<file path="config.mk">
export PLATFORM = sky130hd
export DESIGN_NAME = uart_regfile
export DESIGN_NICKNAME = d
export VERILOG_FILES = /design/src/rtl/uart_rf_pkg.sv /design/src/rtl/uart_rf_rxq.sv /design/src/rtl/uart_rf_flags.sv /design/src/rtl/uart_regfile.sv
export SDC_FILE = /design/constraint.sdc
export NUM_CORES = 1
export LEC_CHECK = 0
export CORE_MARGIN = 10
export CORE_UTILIZATION = 68
export DETAILED_ROUTE_END_ITERATION = 8
export DONT_BUFFER_PORTS = 1
export PLACE_DENSITY = 0.81
export SETUP_SLACK_MARGIN = 0.02
export SLEW_MARGIN = 0
export SYNTH_ARGS = -nofsm -noshare
export SYNTH_HDL_FRONTEND = slang
export SYNTH_SLANG_ARGS = --single-unit
</file>
<file path="constraint.sdc">
create_clock -name clk -period 10.7 [get_ports clk]
set_input_delay 1.07 -clock clk [delete_from_list [all_inputs] [get_ports clk]]
set_output_delay 1.07 -clock clk [all_outputs]
set_load 0.05 [all_outputs]
</file>
<file path="src/rtl/uart_rf_pkg.sv">
package uart_rf_pkg;

    typedef enum logic [2:0] {
        REG_MODE = 3'd0,
        REG_CTRL = 3'd1,
        REG_TXD  = 3'd2,
        REG_STAT = 3'd3,
        REG_RXD  = 3'd4,
        REG_FCTL = 3'd5,
        REG_PORT = 3'd6
    } reg_sel_e;

    localparam logic [7:0] MODE_MASK = 8'h7B;
    localparam logic [7:0] CTRL_MASK = 8'hFA;
    localparam logic [7:0] PORT_MASK = 8'hF3;
    localparam logic [7:0] FCTL_MASK = 8'hFD;
    localparam logic [7:0] CTRL_RST  = 8'h20;

    localparam int CB_TXIE = 7;
    localparam int CB_RXIE = 6;
    localparam int CB_TXEN = 5;
    localparam int CB_RXEN = 4;
    localparam int QB_FLUSH = 1;

    function automatic int unsigned trig_level(input logic [1:0] code);
        case (code)
            2'd0:    return 1;
            2'd1:    return 4;
            2'd2:    return 8;
            default: return 14;
        endcase
    endfunction

endpackage

</file>
<file path="src/rtl/uart_rf_rxq.sv">
module uart_rf_rxq #(
    parameter int DEPTH = 16,
    parameter int DW    = 8,
    localparam int CW   = $clog2(DEPTH + 1),
    localparam int PW   = (DEPTH > 1) ? $clog2(DEPTH) : 1
) (
    input  logic          clk,
    input  logic          rst_n,
    input  logic          push,
    input  logic [DW-1:0] din,
    input  logic          pop,
    input  logic          flush,
    output logic [DW-1:0] dout,
    output logic          push_ok,
    output logic          pop_ok,
    output logic [CW-1:0] count,
    output logic [CW-1:0] count_nx
);
    logic [DW-1:0] mem [DEPTH];
    logic [PW-1:0] head, tail;

    function automatic logic [PW-1:0] bump(input logic [PW-1:0] p);
        return (p == PW'(DEPTH - 1)) ? '0 : p + 1'b1;
    endfunction

    assign push_ok = push && (count != CW'(DEPTH)) && !flush;
    assign pop_ok  = pop && (count != '0) && !flush;
    assign dout    = (count != '0) ? mem[tail] : '0;

    always_comb begin
        if (flush)
            count_nx = '0;
        else
            count_nx = count + CW'(push_ok) - CW'(pop_ok);
    end

    always_ff @(posedge clk or negedge rst_n) begin
        if (!rst_n) begin
            head  <= '0;
            tail  <= '0;
            count <= '0;
        end else begin
            count <= count_nx;
            if (flush) begin
                head <= '0;
                tail <= '0;
            end else begin
                if (push_ok) head <= bump(head);
                if (pop_ok)  tail <= bump(tail);
            end
        end
    end

    always_ff @(posedge clk) begin
        if (push_ok) mem[head] <= din;
    end
endmodule

</file>
<file path="src/rtl/uart_rf_flags.sv">
module uart_rf_flags (
    input  logic       clk,
    input  logic       rst_n,
    input  logic       sr_wr,
    input  logic [4:0] keep,
    input  logic       set_tend,
    input  logic       clr_tde,
    input  logic       set_txidle,
    input  logic       brk,
    input  logic       set_dr,
    input  logic       set_rdf,
    input  logic       clr_rdf,
    input  logic       rxie,
    input  logic       rxie_off,
    output logic [4:0] fl,
    output logic       rx_irq
);
    // fl = {tend, tde, brk, rdf, dr}
    logic [4:0] fl_nx;
    logic       irq_nx;

    always_comb begin
        fl_nx = fl;
        if (sr_wr)      fl_nx = fl_nx & keep;
        if (clr_tde)    fl_nx[3] = 1'b0;
        if (set_tend)   fl_nx[4] = 1'b1;
        if (set_txidle) fl_nx[4:3] = 2'b11;
        if (brk)        fl_nx[2] = 1'b1;
        if (set_dr)     fl_nx[0] = 1'b1;
        if (clr_rdf)    fl_nx[1] = 1'b0;
        if (set_rdf)    fl_nx[1] = 1'b1;
    end

    always_comb begin
        irq_nx = rx_irq;
        if (sr_wr && !(keep[1] && keep[0])) irq_nx = 1'b0;
        if (rxie_off)                       irq_nx = 1'b0;
        if (set_rdf && rxie)                irq_nx = 1'b1;
    end

    always_ff @(posedge clk or negedge rst_n) begin
        if (!rst_n) begin
            fl     <= 5'b11000;
            rx_irq <= 1'b0;
        end else begin
            fl     <= fl_nx;
            rx_irq <= irq_nx;
        end
    end
endmodule

</file>
<file path="src/rtl/uart_regfile.sv">
module uart_regfile
    import uart_rf_pkg::*;
#(
    parameter int DEPTH = 16
) (
    input  logic       clk,
    input  logic       rst_n,
    input  logic       bus_wr,
    input  logic       bus_rd,
    input  logic [2:0] bus_addr,
    input  logic [7:0] bus_wdata,
    output logic [7:0] bus_rdata,
    input  logic       rx_valid,
    input  logic [7:0] rx_data,
    input  logic       rx_break,
    output logic       tx_valid,
    output logic [7:0] tx_data,
    output logic       rx_irq,
    output logic       tx_irq
);
    localparam int CW = $clog2(DEPTH + 1);

    logic [7:0] mode_q, ctrl_q, port_q, fctl_q, txd_q;
    logic       tx_valid_q;
    logic [7:0] head_byte, sr_byte;
    logic [4:0] fl;
    logic [CW-1:0] rx_count, cnt_nx, trig;
    logic       push_ok, pop_ok;
    reg_sel_e   sel;

    assign sel = reg_sel_e'(bus_addr);

    logic wr_mode, wr_ctrl, wr_txd, wr_stat, wr_fctl, wr_port;
    logic rd_stat, rd_rxd, flush;

    assign wr_mode = bus_wr && (sel == REG_MODE);
    assign wr_ctrl = bus_wr && (sel == REG_CTRL);
    assign wr_txd  = bus_wr && (sel == REG_TXD);
    assign wr_stat = bus_wr && (sel == REG_STAT);
    assign wr_fctl = bus_wr && (sel == REG_FCTL);
    assign wr_port = bus_wr && (sel == REG_PORT);
    assign rd_stat = bus_rd && (sel == REG_STAT);
    assign rd_rxd  = bus_rd && (sel == REG_RXD);
    assign flush   = wr_fctl && bus_wdata[QB_FLUSH];

    assign trig = CW'(trig_level(fctl_q[7:6]));

    uart_rf_rxq #(.DEPTH(DEPTH), .DW(8)) u_rxq (
        .clk      (clk),
        .rst_n    (rst_n),
        .push     (rx_valid && ctrl_q[CB_RXEN]),
        .din      (rx_data),
        .pop      (rd_rxd),
        .flush    (flush),
        .dout     (head_byte),
        .push_ok  (push_ok),
        .pop_ok   (pop_ok),
        .count    (rx_count),
        .count_nx (cnt_nx)
    );

    uart_rf_flags u_flags (
        .clk        (clk),
        .rst_n      (rst_n),
        .sr_wr      (wr_stat),
        .keep       ({bus_wdata[6], bus_wdata[5], bus_wdata[4], bus_wdata[1], bus_wdata[0]}),
        .set_tend   (wr_ctrl && !bus_wdata[CB_TXEN]),
        .clr_tde    (wr_txd),
        .set_txidle (rd_stat && ctrl_q[CB_TXEN]),
        .brk        (rx_break),
        .set_dr     (push_ok),
        .set_rdf    (push_ok && (cnt_nx >= trig)),
        .clr_rdf    (pop_ok && !push_ok && (cnt_nx < trig)),
        .rxie       (ctrl_q[CB_RXIE]),
        .rxie_off   (wr_ctrl && !bus_wdata[CB_RXIE]),
        .fl         (fl),
        .rx_irq     (rx_irq)
    );

    assign sr_byte = {1'b0, fl[4], fl[3], fl[2], 2'b00, fl[1], fl[0]};

    always_ff @(posedge clk or negedge rst_n) begin
        if (!rst_n) begin
            mode_q     <= '0;
            ctrl_q     <= CTRL_RST;
            port_q     <= '0;
            fctl_q     <= '0;
            txd_q      <= '0;
            tx_valid_q <= 1'b0;
        end else begin
            tx_valid_q <= wr_txd;
            if (wr_mode) mode_q <= bus_wdata & MODE_MASK;
            if (wr_ctrl) ctrl_q <= bus_wdata & CTRL_MASK;
            if (wr_port) port_q <= bus_wdata & PORT_MASK;
            if (wr_fctl) fctl_q <= bus_wdata & FCTL_MASK;
            if (wr_txd)  txd_q  <= bus_wdata;
        end
    end

    always_comb begin
        case (sel)
            REG_MODE: bus_rdata = mode_q;
            REG_CTRL: bus_rdata = ctrl_q;
            REG_TXD:  bus_rdata = txd_q;
            REG_STAT: bus_rdata = sr_byte;
            REG_RXD:  bus_rdata = head_byte;
            REG_FCTL: bus_rdata = fctl_q;
            REG_PORT: bus_rdata = port_q;
            default:  bus_rdata = '0;
        endcase
    end

    assign tx_valid = tx_valid_q;
    assign tx_data  = txd_q;
    assign tx_irq   = ctrl_q[CB_TXIE];
endmodule

</file>
# [Word-level counts from Yosys, hierarchy flattened]
# Memory sizes are Yosys's and may differ from the RTL's.
# Cells that the tools add are included.
[op_classes] eq_ne=11 bitwise_logic=1 order_cmp=2 add_sub_neg=4 n_reduce_logical=39 mux=23
[op_table] operator="8-bit one-hot mux with 7 select lines" count=1
[op_table] operator="4-bit 2-to-1 mux" count=6
[op_table] operator="1-bit logical AND" count=23
[op_table] operator="4-bit one-hot mux with 3 select lines" count=1
[op_table] operator="3-bit nonzero test" count=4
[op_table] operator="1-bit 2-to-1 mux" count=11
[op_table] operator="5-bit 2-to-1 mux" count=2
[op_table] operator="3-bit == test (second input constant)" count=3
[op_table] operator="4-bit by 1-bit adder with 4-bit output (second input constant)" count=2
[op_table] operator="4-bit == test (second input constant)" count=2
[op_table] operator="8-bit 2-to-1 mux" count=1
[op_table] operator="2-bit nonzero test" count=4
[op_table] operator="3-bit by 2-bit == test with 1-bit output (second input constant)" count=2
[op_table] operator="5-bit by 1-bit adder with 5-bit output" count=1
[op_table] operator="5-bit bitwise AND" count=1
[op_table] operator="5-bit greater-or-equal comparator" count=1
[op_table] operator="1-bit zero test" count=5
[op_table] operator="5-bit < comparator" count=1
[op_table] operator="5-bit inequality test (second input constant)" count=1
[op_table] operator="5-bit nonzero test" count=1
[op_table] operator="5-bit by 1-bit subtractor with 5-bit output" count=1
[op_table] operator="3-bit by 1-bit == test with 1-bit output (second input constant)" count=1
[op_table] operator="3-bit zero test" count=1
[op_table] operator="2-bit by 1-bit == test with 1-bit output (second input constant)" count=1
[op_table] operator="other kinds (3)" count=3
[totals] n_memories=1 reg_bits=53 mem_bits_rw=128 out_inout_bits=19 word_cells=96 in_bits=25
[memory_table] memory="u_rxq.mem" depth=16 word_bits=8 read_ports=1 rd_ports_with_merged_regs=0 wr=1 line_no="uart_rf_rxq.sv:19" rtl="logic [DW-1:0] mem [DEPTH];"

# [Longest topological paths before layout]
# Gate-level depths: netlist of the first run.
[depth] depth_word=12 depth_mapped=17

# [Modules after synthesis]
# Synthesis of the first run repeated with hierarchy kept, for this count alone.
[unflattened] hier_cells=495 hier_area_um2=7971.4
[modules_own_cells] module="uart_rf_rxq" n_inst=1 area_per_inst_um2=5759.3 seq_area_each_um2=4169.0 cells_each=310
[modules_own_cells] module="uart_regfile" n_inst=1 area_per_inst_um2=1956.9 seq_area_each_um2=852.1 cells_each=163
[modules_own_cells] module="uart_rf_flags" n_inst=1 area_per_inst_um2=255.2 seq_area_each_um2=152.6 cells_each=22

# [Worst setup path after synthesis of the first run]
# OpenSTA, ideal clock, no wires.
[synth_timing] path_type="input to register" start="in bus_addr[1]" end="reg u_flags.fl[1]" stages=15 path_slack_ps=6613 t_required_ps=10562 path_buffers=2 t_arrival_ps=3949 cell_sequence="clkbuf_1 and4b_1 buf_2 nand2_1 nand2_1 clkinv_1 ha_1 fa_1 xnor2_1 nor2_1 ha_1 and4b_1 a211o_1 o31ai_1 o211ai_1"
[synth_between] elab_chain_cells=12 elab_cells_between_ends=23 classes_between="2 x add/sub; 2 x order compare; 3 x eq/ne; 3 x mux; 13 x reduce/logical"
[synth_lines] element="start, declared" line_no="uart_regfile.sv:10" rtl="input logic [2:0] bus_addr,"
[synth_lines] element="3-bit == test" line_no="uart_regfile.sv:40" rtl="assign wr_fctl = bus_wr && (sel == REG_FCTL);"
[synth_lines] element="1-bit logical AND" line_no="uart_regfile.sv:40"
[synth_lines] element="1-bit logical AND" line_no="uart_regfile.sv:44" rtl="assign flush = wr_fctl && bus_wdata[QB_FLUSH];"
[synth_lines] element="1-bit zero test" line_no="uart_rf_rxq.sv:26, uart_rf_rxq.sv:27"
[synth_lines] element="1-bit logical AND" line_no="uart_rf_rxq.sv:26" rtl="assign push_ok = push && (count != CW'(DEPTH)) && !flush;"
[synth_lines] element="5-bit by 1-bit adder with 5-bit output" line_no="uart_rf_rxq.sv:34" rtl="count_nx = count + CW'(push_ok) - CW'(pop_ok);"
[synth_lines] element="5-bit by 1-bit subtractor with 5-bit output" line_no="uart_rf_rxq.sv:34"
[synth_lines] element="5-bit 2-to-1 mux (*)" line_no="uart_rf_rxq.sv:31" rtl="if (flush)"
[synth_lines] element="net cnt_nx[2]" line_no="uart_regfile.sv:27" rtl="logic [CW-1:0] rx_count, cnt_nx, trig;"
[synth_lines] element="5-bit < comparator" line_no="uart_regfile.sv:73" rtl=".clr_rdf (pop_ok && !push_ok && (cnt_nx < trig)),"
[synth_lines] element="1-bit logical AND" line_no="uart_regfile.sv:73"
[synth_lines] element="1-bit 2-to-1 mux" line_no="uart_rf_flags.sv:30" rtl="if (clr_rdf) fl_nx[1] = 1'b0;"
[synth_lines] element="1-bit 2-to-1 mux" line_no="uart_rf_flags.sv:31" rtl="if (set_rdf) fl_nx[1] = 1'b1;"
[synth_lines] element="end signal, assigned" line_no="uart_rf_flags.sv:46" rtl="fl <= fl_nx;"
[synth_lines] element="end, declared" line_no="uart_rf_flags.sv:15" rtl="output logic [4:0] fl,"
# Mark *: on every way through the listed nets, which the timed path passes. The rest lies on a longest branch.
# A chain may end at the register's enable or synchronous reset.

# [Worst setup path after layout of the first run]
[layout_timing] start="reg u_rxq.tail[0]" end="out bus_rdata[1]"
[layout_between] elab_chain_cells=3
[layout_lines] element="start, declared" line_no="uart_rf_rxq.sv:20" rtl="logic [PW-1:0] head, tail;"
[layout_lines] element="start signal, assigned" line_no="uart_rf_rxq.sv:49" rtl="if (pop_ok) tail <= bump(tail);"
[layout_lines] element="memory read 16 x 8 bit"
[layout_lines] element="8-bit 2-to-1 mux" line_no="uart_rf_rxq.sv:28" rtl="assign dout = (count != '0) ? mem[tail] : '0;"
[layout_lines] element="8-bit one-hot mux with 7 select lines" line_no="uart_regfile.sv:101" rtl="case (sel)"
[layout_lines] element="end, declared" line_no="uart_regfile.sv:12" rtl="output logic [7:0] bus_rdata,"
# No other way between the ends.

==> impl_metrics.yaml, run 1 <==
timing:
  skew_ns: 0.00901
  post-route-min-period_ns: 4.18
  finalHoldViolCount: 0
  drv_slew: 0
  fmax_mhz: 240
  rsz0062_at_grt: "false"
  min_period_over_period: 0.390
  relSlewSlack: 0.130
  setup_tns_ns: 0
  finalSetupViolCount: 0
  worst_pin_slew_ns: 1.30
synthesis:
  async_flop_share: 0.293
  ys_warn_count: 0
  yosysSeqAreaShare: 0.647
  synth-edff-count: 128
  synth_area_per_cell_um2: 15.3
  synth_nets: 565
  synth.distinct_cells: 53
  yosys-top-cells-count: "edfxtp_1, nand2_1, dfrtp_1"
  ys_ff_latch: 181
  synth_ff_type: "edfxtp_1"
  ys_top_cells_by_area: "edfxtp_1, dfrtp_1, mux4_1, mux2_2, nand2_1"
  synth_area_leader_cell: "edfxtp_1"
  syn_inst: 524
  synth.most_common_cell: "edfxtp_1"
  synth_top_area_share: 0.481
  syn_area_mm2: 0.00800
setup_path:
  arrival_ns: 3.11
  endpoint_kind: "output port"
  cp-startpoint: "u_rxq.tail[0]"
  path_class: "register to output port"
  r2r_cells: 16
  r2r_setup_slack_ns: 6.64
  critPathCapture: "bus_rdata[1]"
  path_max_fanout: 37
  critPathLaunchType: "register"
  worstPathRequired_ns: 9.63
  worst_r2r_endpoint: "u_flags.fl[1]"
  r2r-start: "u_rxq.count[3]"
clock_tree:
  clk_path_buf_depth: 2
  clock-root-buffer: "clkbuf_16"
  cts_buffers: 17
  clkSlewWorstSetupHoldPaths_ns: 0.07
  postCtsSetupBuffers: 0
  clock_sinks: 181
  cts_tree: "done"
  hold_buffers: 0
  h-tree-depth: 4
  cts_resized: 0
  clock_latency_ns: 0.43
detailed_routing:
  first_iter_violations: 575
  routed_wl_mm: 18.2
  vias_per_cell: 6.98
  drt_first_pass_iters: 5
  vias: 4763
  wl_per_cell_um: 26.6
  ant_nets: 0
  drcViolationCount: 0
die:
  rows: 39
  start_util: 0.697
  coreArea_mm2: 0.0115
  die_y_um: 128
  io-pin-count: 44
  die_x_um: 128
  fp.dieArea_mm2: 0.0165
global_route:
  gr-total-overflow: 0
  antenna_found_initial: 1
  first_global_vias: 4759
  grt.total_usage: 0.225
  grt_pass1_wl_mm: 28.0
  grt_max_degree: 54
run:
  max_cap_violations: 0
power_and_ir_drop:
  p_per_area_mw_per_mm2: 237
  ir_drop_mv: 0.175
  leakagePower_uw: 0.00320
cells_and_area:
  fill_cells: 612
  final_nets: 567
  n_antenna_cell: 0
  drive_above_1_share: 0.137
  areaGrowthSynthToFinish_pct: 8.15
  stdcell_count: 682
placement:
  dp.cells: 650
  io_buffers: 0
  gp_congestion: 0.893
  place_hpwl_mm: 11.5
outcome:
  status: "finished, final reports clean"
min_path:
  hp-class: "primary input to async pin"
-- flip-flops by register name, summed over array words and instances (netlist names), 5 cells and up --
signal / cells
tx_data: 8
mode_q: 6
fctl_q: 7
ctrl_q: 6
u_rxq.mem: 128
u_rxq.count: 5
u_flags.fl: 5
port_q: 6
-- worst max-delay path: stages (launching register included) --
cell      delay (ns)
dfrtp_2         0.34
buf_4           0.48
mux4_1          0.66
mux2_2          0.32
a221oi_1        0.41
o21ai_1         0.47
-- report_power, final --
part / internal [uW] / total [uW] / switching (uW)
Clock: 326 / 603 / 278
Sequential: 822 / 914 / 92.5
Combinational: 238 / 534 / 297
Total: 1380 / 2050 / 667
-- routing by layer --
metal	GRT usage	wire (um)	vias up
met5	0	13	-
met4	0.0907	546	2
met3	0.0542	1720	54
met2	0.374	9070	282
met1	0.279	6820	2387
li1	-	-	2038
-- cells by family (layout without fill, tap and decap cells) --
logic type	count (synthesis)	in the layout	synth area share
flops	181	181	0.647
simple gates	149	149	0.0915
fa+ha+maj	16	16	0.0260
mux	68	68	0.151
compound gates	68	68	0.0559
xor+xnor	4	4	0.00438
buf+inv	38	53	0.0242
-- metrics by stage --
step	setup WS (ns)	total power (uW)	area, um^2	hold slack [ns]	util
final	6.52	2050	8650	0.331	0.754
after global routing	6.43	2130	8650	0.317	0.754
after CTS	6.49	2050	8650	0.324	0.754
after detailed placement	6.23	1440	8080	0.467	0.704
after global placement	6.43	1420	8080	0.448	0.704
after floorplan	6.61	1330	8000	0.436	-
-- area by class of cell --
class                   instances  area [um^2]  share of cell area
flip-flops and latches        181         5170               0.598
well taps                     143          179              0.0207
repair buffers                  4         30.0             0.00347
inverters                      17         63.8             0.00738
clock buffers                  17          425              0.0492
multi-input cells             305         2630               0.304
clock inverters                15          146              0.0169
-- worst min path at each step --
stage	endpoint	slack, ns	cells past startpoint
final	tx_data[4]	0.33	0
after global routing	u_rxq.head[2]	0.32	0
after CTS	tx_data[4]	0.32	0
after detailed placement	ctrl_q[5]	0.47	2
after global placement	ctrl_q[5]	0.45	2
after floorplan	ctrl_q[5]	0.44	2
-- placed cells by master, fill, tap and decap left out, types with 7 or more instances in the layout --
cell / count
nor2_1: 20
nand3_1: 7
inv_1: 15
dfrtp_1: 49
clkbuf_16: 17
nor2b_1: 8
mux2i_1: 12
nor3_1: 10
edfxtp_1: 128
a21oi_1: 19
nand2_1: 69
mux4_1: 26
ha_1: 15
o21ai_0: 11
mux2_2: 24
(Power assumes the default switching activity.)
==> run 2: changes to the inputs <==
Settings changed: CORE_UTILIZATION 68 to 63, PLACE_DENSITY 0.81 to 0.76.
Clock period 10.7 ns to 4 ns, I/O delays scaled along.
==> run 2 against run 1 <==
  * Combinational power rose to 2.6 times the previous value
  * Worst setup slack got worse by 6.2 ns
  * Sequential power rose to 2.7 times the previous value
  * Critical path depth rose by 11
  * Critical endpoint is now u_flags.fl[1]
==> impl_metrics.yaml, run 2 (same netlist as run 1, synthesis figures left out) <==
power_and_ir_drop:
  p_per_area_mw_per_mm2: 622
  total_power_uw: 5480
  ir_drop_mv: 0.422
  leakagePower_uw: 0.00328
global_route:
  gr-total-overflow: 0
  grt_max_degree: 54
  grt.total_usage: 0.211
  antenna_found_initial: 0
  grt_pass1_wl_mm: 28.0
  first_global_vias: 4762
timing:
  min_period_over_period: 0.922
  relSlewSlack: 0.335
  post-route-min-period_ns: 3.69
  rsz0062_at_grt: "false"
  drv_slew: 0
  fmax_mhz: 271
  skew_ns: 0.00770
  worst_pin_slew_ns: 0.990
  finalHoldViolCount: 0
  setup_tns_ns: 0
  finalSetupViolCount: 0
placement:
  gp_congestion: 0.861
  dp.cells: 691
  io_buffers: 0
  place_hpwl_mm: 12.0
  placed_cell_area_mm2: 0.00820
die:
  coreArea_mm2: 0.0125
  die_y_um: 133
  die_x_um: 133
  start_util: 0.639
  rows: 41
  fp.dieArea_mm2: 0.0176
  io-pin-count: 44
detailed_routing:
  drt_first_pass_iters: 5
  drcViolationCount: 0
  first_iter_violations: 624
  ant_nets: 0
  vias_per_cell: 6.50
  routed_wl_mm: 18.0
  vias: 4709
  wl_per_cell_um: 24.9
setup_path:
  path_class: "register to register"
  r2r_setup_slack_ns: 0.31
  arrival_ns: 3.99
  r2r_cells: 16
  critPathLaunchType: "register"
  path_max_fanout: 5
  worst_r2r_endpoint: "u_flags.fl[1]"
  worstPathRequired_ns: 4.31
  r2r-start: "u_rxq.count[2]"
  endpoint_kind: "register"
cells_and_area:
  final_cell_mix: "edfxtp_1, nand2_1, dfrtp_1"
  layout_commonest_cell: "edfxtp_1"
  final_nets: 581
  regMostFlops: "u_rxq.mem"
  largest_reg_flops: 128
  stdcell_count: 725
  fill_cells: 829
  final_area_mm2: 0.00881
  areaGrowthSynthToFinish_pct: 10.1
  drive_above_1_share: 0.163
clock_tree:
  cts_tree: "done"
  h-tree-depth: 4
  clk_path_buf_depth: 2
  clock_sinks: 181
  cts_buffers: 17
  clkSlewWorstSetupHoldPaths_ns: 0.06
  clock_latency_ns: 0.43
  clock-root-buffer: "clkbuf_16"
outcome:
  status: "finished, final reports clean"
min_path:
  min_path_cells: 1
  holdCritStartpoint: "bus_wdata[5]"
  hp-class: "primary input to register"
  min_to: "u_flags.fl[4]"
run:
  max_cap_violations: 0
## run 2: per-stage QoR
stage	util	hold slack (ns)	setup WS (ns)
2_1_floorplan	-	0.104	0.346
3_3_place_gp	0.655	0.107	0.250
3_5_place_dp	0.655	0.108	0.179
4_1_cts	0.703	0.0360	0.135
5_1_grt	0.703	0.0350	0.0417
6_report	0.704	0.0561	0.313
## run 2: worst max-delay path, cell delays in order (launching register included)
cell and delay [ns]:
dfrtp_1 0.39, inv_1 0.08, ha_2 0.17, or4b_4 0.48
nand4_1 0.12, inv_2 0.08, ha_1 0.27, inv_1 0.04
ha_1 0.20, fa_2 0.38, xnor2_1 0.14, nor2_1 0.17
ha_1 0.28, and4b_1 0.21, a211o_1 0.28, o31ai_2 0.17
o211ai_1 0.11
## run 2: worst max path at each step
stage / end / from / slack (ns) / depth (start not counted)
finish: u_flags.fl[1] / u_rxq.count[2] / 0.31 / 16
global route: u_flags.fl[1] / u_rxq.count[3] / 0.04 / 16
CTS: u_flags.fl[1] / u_rxq.count[3] / 0.14 / 16
detailed placement: u_flags.fl[1] / u_rxq.count[3] / 0.18 / 16
global placement: u_flags.fl[1] / u_rxq.count[2] / 0.25 / 16
floorplan: u_flags.fl[1] / u_rxq.count[3] / 0.35 / 16
## run 2: final cells by class
class                      instances  area (um^2)  share of cell area
multi-input combinational        305         2640               0.300
antenna                            1         2.50            0.000284
inverter                          17         63.8             0.00725
sequential                       181         5170               0.588
clock inverter                    12          119              0.0135
clock buffer                      19          433              0.0492
timing repair buffer              18          158              0.0179
tap                              172          215              0.0244
## run 2: report_power, final
part	switching [uW]	total, uW	leakage [uW]	internal [uW]
clock network	716	1580	0.000269	866
registers	303	2500	0.00179	2200
logic	738	1400	0.00122	663
## run 2: timing repair
item	CTS	global route
resized for setup	0	5
hold buffers	2	0
endpoints found under the setup margin	0	2
endpoints found under the hold margin	53	0
setup buffers	0	0
## run 2: per-layer routing
metal,track usage,vias up,part of all wire
met5,0,-,0
met1,0.256,2395,0.40
met2,0.352,215,0.51
met4,0.0764,0,0.026
li1,-,2058,-
met3,0.0609,41,0.068
